File: src/rtl/scd_pkg.sv
package scd_pkg;
  localparam int BYTE_W   = 8;
  localparam int CHAN_W   = 4;
  localparam int KIND_W   = BYTE_W - CHAN_W;
  localparam int PRE_LEN  = 3;
  localparam int KINDS    = 4;
  localparam int CNT_W    = $clog2(PRE_LEN + 1);
  localparam logic [BYTE_W-1:0] PRE_HEAD = 8'hFF;
  localparam logic [BYTE_W-1:0] PRE_FILL = 8'h00;

  typedef enum logic [1:0] {
    KIND_LINE_START  = 2'd0,
    KIND_LINE_END    = 2'd1,
    KIND_FRAME_START = 2'd2,
    KIND_FRAME_END   = 2'd3
  } codeKind_e;

  typedef struct packed {
    logic              shiftEn;
    logic              codeHit;
    codeKind_e         kind;
    logic [CHAN_W-1:0] chan;
  } ctrlStrobe_t;
endpackage

File: src/rtl/scd_control.sv
module scd_control
  import scd_pkg::*;
(
  input  logic              clk,
  input  logic              rstN,
  input  logic [BYTE_W-1:0] inByte,
  input  logic              inValid,
  output ctrlStrobe_t       strobe
);
  logic [CNT_W-1:0]  matchCnt;
  logic [CNT_W-1:0]  matchNext;
  logic [KIND_W-1:0] tagLow;
  logic              tagOk;
  logic              hit;

  assign tagLow = inByte[KIND_W-1:0];
  assign tagOk  = (tagLow < KIND_W'(KINDS));

  // preamble tracker: counts matched preamble bytes, FF restarts the search
  always_comb begin
    matchNext = matchCnt;
    hit       = 1'b0;
    if (inValid) begin
      if ((matchCnt == CNT_W'(PRE_LEN)) && tagOk) hit = 1'b1;
      if (inByte == PRE_HEAD)
        matchNext = CNT_W'(1);
      else if ((matchCnt != '0) && (matchCnt != CNT_W'(PRE_LEN)) && (inByte == PRE_FILL))
        matchNext = matchCnt + CNT_W'(1);
      else
        matchNext = '0;
    end
  end

  always_ff @(posedge clk) begin
    if (!rstN) matchCnt <= '0;
    else       matchCnt <= matchNext;
  end

  always_comb begin
    strobe.shiftEn = inValid;
    strobe.codeHit = hit;
    strobe.kind    = codeKind_e'(tagLow[1:0]);
    strobe.chan    = inByte[BYTE_W-1 -: CHAN_W];
  end
endmodule

File: src/rtl/scd_datapath.sv
module scd_datapath
  import scd_pkg::*;
(
  input  logic              clk,
  input  logic              rstN,
  input  logic              syncStrip,
  input  logic [BYTE_W-1:0] inByte,
  input  ctrlStrobe_t       strobe,
  output logic [BYTE_W-1:0] outData,
  output logic              outValid,
  output logic              hsync,
  output logic              vsync,
  output logic [CHAN_W-1:0] chanId,
  output logic [KINDS-1:0]  kindPulse,
  output logic              byteAlign
);
  localparam int LAST = PRE_LEN - 1;

  logic [BYTE_W-1:0] stageByte [PRE_LEN];
  logic              stageLive [PRE_LEN];

  // delay line holding candidate preamble bytes in strip mode
  generate
    for (genvar i = 0; i < PRE_LEN; i++) begin : g_stage
      if (i == 0) begin : g_head
        always_ff @(posedge clk) begin
          if (!rstN) begin
            stageByte[i] <= '0;
            stageLive[i] <= 1'b0;
          end else if (strobe.shiftEn && syncStrip) begin
            stageByte[i] <= inByte;
            stageLive[i] <= !strobe.codeHit;
          end
        end
      end else begin : g_body
        always_ff @(posedge clk) begin
          if (!rstN) begin
            stageByte[i] <= '0;
            stageLive[i] <= 1'b0;
          end else if (strobe.shiftEn && syncStrip) begin
            stageByte[i] <= stageByte[i-1];
            stageLive[i] <= stageLive[i-1] && !strobe.codeHit;
          end
        end
      end
    end
  endgenerate

  // output byte register
  always_ff @(posedge clk) begin
    if (!rstN) begin
      outData  <= '0;
      outValid <= 1'b0;
    end else if (!strobe.shiftEn) begin
      outValid <= 1'b0;
    end else if (!syncStrip) begin
      outData  <= inByte;
      outValid <= 1'b1;
    end else begin
      outData  <= stageByte[LAST];
      outValid <= stageLive[LAST] && !strobe.codeHit;
    end
  end

  // framing levels, channel latch and event pulses
  always_ff @(posedge clk) begin
    if (!rstN) begin
      hsync     <= 1'b0;
      vsync     <= 1'b0;
      chanId    <= '0;
      kindPulse <= '0;
      byteAlign <= 1'b0;
    end else begin
      kindPulse <= '0;
      byteAlign <= strobe.codeHit;
      if (strobe.codeHit) begin
        chanId    <= strobe.chan;
        kindPulse <= KINDS'(1) << strobe.kind;
        unique case (strobe.kind)
          KIND_LINE_START:  hsync <= 1'b1;
          KIND_LINE_END:    hsync <= 1'b0;
          KIND_FRAME_START: vsync <= 1'b1;
          KIND_FRAME_END:   vsync <= 1'b0;
        endcase
      end
    end
  end
endmodule

File: src/rtl/syncCodeDetector.sv
module syncCodeDetector
  import scd_pkg::*;
(
  input  logic              clk,
  input  logic              rstN,
  input  logic              syncStrip,
  input  logic [BYTE_W-1:0] inByte,
  input  logic              inValid,
  output logic [BYTE_W-1:0] outData,
  output logic              outValid,
  output logic              hsync,
  output logic              vsync,
  output logic [CHAN_W-1:0] chanId,
  output logic              lineStartPulse,
  output logic              lineEndPulse,
  output logic              frameStartPulse,
  output logic              frameEndPulse,
  output logic              byteAlign
);
  ctrlStrobe_t      strobe;
  logic [KINDS-1:0] kindPulse;

  scd_control u_control (
    .clk     (clk),
    .rstN    (rstN),
    .inByte  (inByte),
    .inValid (inValid),
    .strobe  (strobe)
  );

  scd_datapath u_datapath (
    .clk       (clk),
    .rstN      (rstN),
    .syncStrip (syncStrip),
    .inByte    (inByte),
    .strobe    (strobe),
    .outData   (outData),
    .outValid  (outValid),
    .hsync     (hsync),
    .vsync     (vsync),
    .chanId    (chanId),
    .kindPulse (kindPulse),
    .byteAlign (byteAlign)
  );

  assign lineStartPulse  = kindPulse[KIND_LINE_START];
  assign lineEndPulse    = kindPulse[KIND_LINE_END];
  assign frameStartPulse = kindPulse[KIND_FRAME_START];
  assign frameEndPulse   = kindPulse[KIND_FRAME_END];
endmodule

File: config.mk
export PLATFORM = sky130hd
export DESIGN_NAME = syncCodeDetector
export DESIGN_NICKNAME = d
export VERILOG_FILES = /design/src/rtl/scd_pkg.sv /design/src/rtl/scd_control.sv /design/src/rtl/scd_datapath.sv /design/src/rtl/syncCodeDetector.sv
export SDC_FILE = /design/constraint.sdc
export NUM_CORES = 1
export LEC_CHECK = 0
export ABC_AREA = 0
export ABC_CLOCK_PERIOD_IN_PS = 1540
export BUFFER_PORTS_ARGS = -buffer_cell sky130_fd_sc_hd__buf_4
export CORE_MARGIN = 2
export CORE_UTILIZATION = 35
export DETAILED_ROUTE_END_ITERATION = 12
export HOLD_SLACK_MARGIN = 0.1
export MAX_ROUTING_LAYER = met4
export PLACE_DENSITY_LB_ADDON = 0.08
export SLEW_MARGIN = 5
export SYNTH_ARGS = -nofsm -noshare
export SYNTH_HDL_FRONTEND = slang
export SYNTH_SLANG_ARGS = --single-unit
File: constraint.sdc
create_clock -name clk -period 1.54 [get_ports clk]
set_input_delay 0.154 -clock clk [delete_from_list [all_inputs] [get_ports clk]]
set_output_delay 0.154 -clock clk [all_outputs]
set_load 0.01 [all_outputs]
# Word-level counts from Yosys, hierarchy flattened
# Memories as Yosys holds them, arrays and structs flattened.
# Cells that the tools add are included.
# Widths: inputs -> output; s select.
[op_classes]
add_sub_neg = 1
n_lt_le_gt_ge = 1
n_eq_ne = 6
n_shift = 1
n_mux = 18
bitwise = 6
reduce_logical = 17
[ops]
columns = ["operator", "count"]
rows = [
  ["$mux 8", 4],
  ["$mux 1", 10],
  ["$eq 8x8->1 const B", 1],
  ["$logic_not 8->1", 1],
  ["$reduce_and 2->1", 4],
  ["$logic_and 1x1->1", 7],
  ["$eq 2x2->1 const B", 3],
  ["$or 1x1->1", 6],
  ["$reduce_bool 2->1", 3],
  ["$lt 4x3->1 const B", 1],
  ["$mux 2", 2],
  ["$pmux 1 s2", 2],
  ["$shl 1x2->4 const A", 1],
  ["$add 2x1->2 const B", 1],
  ["$eq 2x1->1 const B", 1],
  ["$logic_not 2->1", 1],
  ["$ne 2x2->1 const B", 1],
  ["$logic_not 1->1", 1],
]
[word_totals]
ff_bits = 22
ramBits = 27
input_bits = 12
output_inout_bits = 20
wordCells = 60
memories = 2
[memory_table]
columns = ["memory", "words", "word_bits", "rd", "rd_clocked_by_memory_dff", "write_ports", "line_no", "text"]
rows = [
  ["u_datapath.stageByte", 3, 8, 3, 0, 3, "scd_datapath.sv:19", "logic [BYTE_W-1:0] stageByte [PRE_LEN];"],
  ["u_datapath.stageLive", 3, 1, 3, 0, 3, "scd_datapath.sv:20", "logic stageLive [PRE_LEN];"],
]

# Longest topological paths before layout
[logic_depth]
ltp_word = 7
mapped_depth = 6

# Hierarchy
# From an unflattened synthesis, not the netlist that was laid out.
[hier_totals]
cells_unflattened = 161
hier_area_um2 = 1991.9
[modules_own_cells]
columns = ["mod", "instances", "cells_per_inst", "area_per_inst_um2", "seq_area_each_um2"]
rows = [
  ["scd_datapath", 1, 138, 1791.7, 1201.2],
  ["scd_control", 1, 23, 200.2, 40.0],
]

# Worst setup path before layout
# Ideal clock, no wire load.
[synth_path]
kind = "in2reg"
from = "in syncStrip"
to = "mem u_datapath.stageByte[0][0] (enable)"
setup_ps = 383
arrival_time_ps = 1047
path_slack_ps = 110
path_stages = 3
n_path_buf = 1
path_cell_list = "buf_4 > nand2_1 > nand2_1"
[synth_lines]
columns = ["element", "line_no", "text"]
rows = [
  ["from (decl)", "syncCodeDetector.sv:6", "input logic syncStrip,"],
  ["to (decl)", "scd_datapath.sv:19", ""],
]

==> impl_results.md <==
* Setup crit end kind: flop
* Num CTS Buffers at 5
* Post-Route Setup TNS at 0 ps
* Share of final-layout standard cells stronger than drive strength 1 at between 20% and 30%
* Peak supply drop at between 0.4 and 0.5 mV
* Die area at about 0.0061 mm2
* Final setup viols at 0
* Clock network latency to the later pin of the worst-skew pair at 290 ps
* Worst path max stage delay at roughly 380 ps
* Via-per-instance ratio at ~4.8
* Horizontal die dimension at 77.8 um
* Total Nets Final at 200
* Remaining max-slew budget at the tightest pin at roughly 54%
* Vias at 1237
* Predominant post-synthesis flop cell: sky130_fd_sc_hd__edfxtp_1
* Netlist Area Pre-Place at roughly 0.0019 mm2
* Mean area per synthesized cell at between 10 and 15 um2
* Core region area at between 0.005 and 0.006 mm2
* RePlAce Congestion at ~0.7
* Root cell of the clock tree: sky130_fd_sc_hd__clkbuf_8
* Ports at 32
* Pins over their slew limit at 0
* Async set-reset flop share out of synthesis at 0%
* Post CTS Setup Buffer Count at 0
* Initial cell density of the core at between 30% and 40%
* Proportion of synthesized chip area in sequential cells at between 60% and 70%
* TritonCTS clock tree: yes
* Startpoint class of the critical path: flop
* Ordered cell list for the critical path: ha_1 > and4bb_2 > nor3_2 > and2_1
* Max Fanout on Critical Path at 8
* Layout-stage area growth over the synthesis result at 21.0%
* CP Buf/Inv Count at 0
* Synthesized netlist net count at between 150 and 200
* Synth top area share at 40.9%
* Worst-path clk slew at 80 ps
* Number of global-route vias before repair at ~1200
* Aggregate global-route resource usage at a little over an eighth
* Leakage power summed over all cells at around 0.92 nW
* I/O Buffers at 31
* Critical path required time at 1590 ps
* Starting DRT DRC Count at 66
* Pin count of the biggest net entering global routing at 25
* Total cell area at the placement stage at between 0.002 and 0.0025 mm2
* Detail Route Antenna Nets at 0
* Final non-filler cell area at about 0.0023 mm2
* Fin crit share at 93.3%
* Cell types with the largest area share after synthesis: sky130_fd_sc_hd__edfxtp_1, sky130_fd_sc_hd__dfxtp_1, sky130_fd_sc_hd__and2_1, sky130_fd_sc_hd__mux2i_1, sky130_fd_sc_hd__a211oi_1
* Syn. warnings at 0
* Transition at the pin with the smallest max-transition slack at a little under 700 ps
* WL final at a little under 4000 um
* Buffers from clock root to sink, at most at 2
* RSZ-0062 raised after global routing: no
* Number of antenna violations at the first check in global routing at 0
* Setup Skew at approximately 6.5 ps
* Final critical delay including setup and external delays at roughly 1400 ps
* Biggest area consumer among synthesized cells: sky130_fd_sc_hd__edfxtp_1
* Max frequency at ~700 MHz
* Cell count after synthesis at ~150
* Pwr/cell area at about 1000 mW/mm2
* Global-route wire length before repair at a little over 6000 um
* Number of antenna diodes at 0
* Vertical die dimension at about 78 um
* Number of max-capacitance violations reported at 0
* Drt first pass iters at 4
* Final routed DRC violation total at 0
* Critical path's top delay family: simple AND/OR/NAND/NOR gates
* Worst hold-check path type: input pin to flop
* Num Clock Sinks at between 40 and 50
* #FFs+latches synth at between 40 and 50
* Number of rows created at floorplan at 26
* Kind of critical path: flop to flop
* CP max-delay cell: sky130_fd_sc_hd__dfxtp_1
* H-tree levels at 2
* Synth unique cells at 31
* Total overflow reported by the global router at 0
* Count of flip-flops with a built-in enable after synthesis at 26
* Result of the run: complete, no violations
* Half-perimeter wire length after detailed placement at between 2000 and 3000 um
* Final Hold Vio Count at 0
* Data arrival time of the critical path at between 1000 and 1500 ps
* Average routed wire per standard cell at ~15 um
worst register-to-register path, stage by stage (launching register included):
cell and delay (ps):
sky130_fd_sc_hd__dfxtp_1 380, sky130_fd_sc_hd__ha_1 210, sky130_fd_sc_hd__and4bb_2 370, sky130_fd_sc_hd__nor3_2 80, sky130_fd_sc_hd__and2_1 160
cells in the final DEF (no fill, tap or decap), types with 2 or more instances in the layout:
cell type	n
sky130_fd_sc_hd__nand2_1	12
sky130_fd_sc_hd__nor3_1	2
sky130_fd_sc_hd__clkbuf_1	2
sky130_fd_sc_hd__inv_2	2
sky130_fd_sc_hd__o21ai_0	2
sky130_fd_sc_hd__and2_1	25
sky130_fd_sc_hd__clkbuf_8	5
sky130_fd_sc_hd__mux2i_1	8
sky130_fd_sc_hd__nor2_1	9
sky130_fd_sc_hd__nand4_1	3
sky130_fd_sc_hd__edfxtp_1	26
sky130_fd_sc_hd__dfxtp_1	23
sky130_fd_sc_hd__a211oi_1	8
sky130_fd_sc_hd__a21oi_1	7
sky130_fd_sc_hd__nor3b_1	2
sky130_fd_sc_hd__buf_4	35
flip-flops by register name, summed over array words and instances, names as in the netlist:
register and flops:
u_datapath.stageLive 3, u_datapath.vsync 1, u_datapath.chanId 4, u_datapath.outValid 1, u_datapath.hsync 1, u_datapath.kindPulse 4, u_datapath.outData 8, u_control.matchCnt 2
u_datapath.byteAlign 1, u_datapath.stageByte 24
final cells by class:
type                    count  area, um2
flip-flops and latches     49       1240
repair buffers             36        283
multi-input cells          93        608
inverters                   2       7.51
fillers                   486       2860
well taps                  70       87.6
clock inverters             1       5.00
clock buffers               7       76.3
metal layers:
metal  vias up  part of all wire, %  GRT usage [%]
li1        612                    -              -
met1       583                   47           17.6
met3         5                  5.3           3.60
met2        37                   46           20.9
met4         0                  1.1           3.93
met5         -                    0              -
cell families after synthesis:
group,after synthesis,synth area share [%]
DFF,49,65.0
and+or+nand+nor,63,19.7
AOI/OAI and AO/OA,21,7.34
muxes,8,4.20
buffers and inverters,12,3.08
adders and majority gates,1,0.656
repair_timing:
action                                  CTS  global route
resized for setup                         0             1
hold buffers                              0             0
endpoints found under the setup margin    0             2
power by group:
part           switching [mW]  internal (mW)
clock                   0.390          0.319
combinational           0.113         0.0880
sequential             0.0193           1.44
total                   0.523           1.85
worst paths after layout:
kind / start / to / slack, ps / cells after the start
worst max-delay path: u_control.matchCnt[0]$_SDFFE_PN0P_ / u_datapath.stageLive[1]$_DFFE_PP_ / 100 / 4
worst min-delay path: inByte[0] / u_datapath.kindPulse[2]$_SDFF_PN0_ / 110 / 2
worst max register to register: u_control.matchCnt[0]$_SDFFE_PN0P_ / u_datapath.stageLive[1]$_DFFE_PP_ / 100 / 4
worst min register to register: u_datapath.chanId[2]$_SDFFE_PN0P_ / u_datapath.chanId[2]$_SDFFE_PN0P_ / 460 / 2
cells in the mapped netlist, drive strengths merged, types with 2 or more instances:
library cell	n
edfxtp	26
and2	25
dfxtp	23
nand2	13
nor2	10
a211oi	8
mux2i	8
a21oi	7
buf	7
clkbuf	3
nand4	3
nor3	3
o21ai	3
inv	2
nor3b	2
per-stage QoR:
| stage | power, mW | cells | utilization [%] | setup slack (ps) | hold WS, ps |
|---|---|---|---|---|---|
| global route | 2.48 | 258 | 44.6 | 49.0 | 115 |
| detailed placement | 1.69 | 250 | 43.1 | 57.6 | 432 |
| CTS | 2.40 | 258 | 44.6 | 32.7 | 104 |
| finish | 2.37 | 258 | 44.6 | 102 | 114 |
| floorplan | 1.59 | 154 | - | 110 | 290 |
| global placement | 1.69 | 250 | 43.1 | 174 | 423 |
Power figures use the tool's default switching activity.
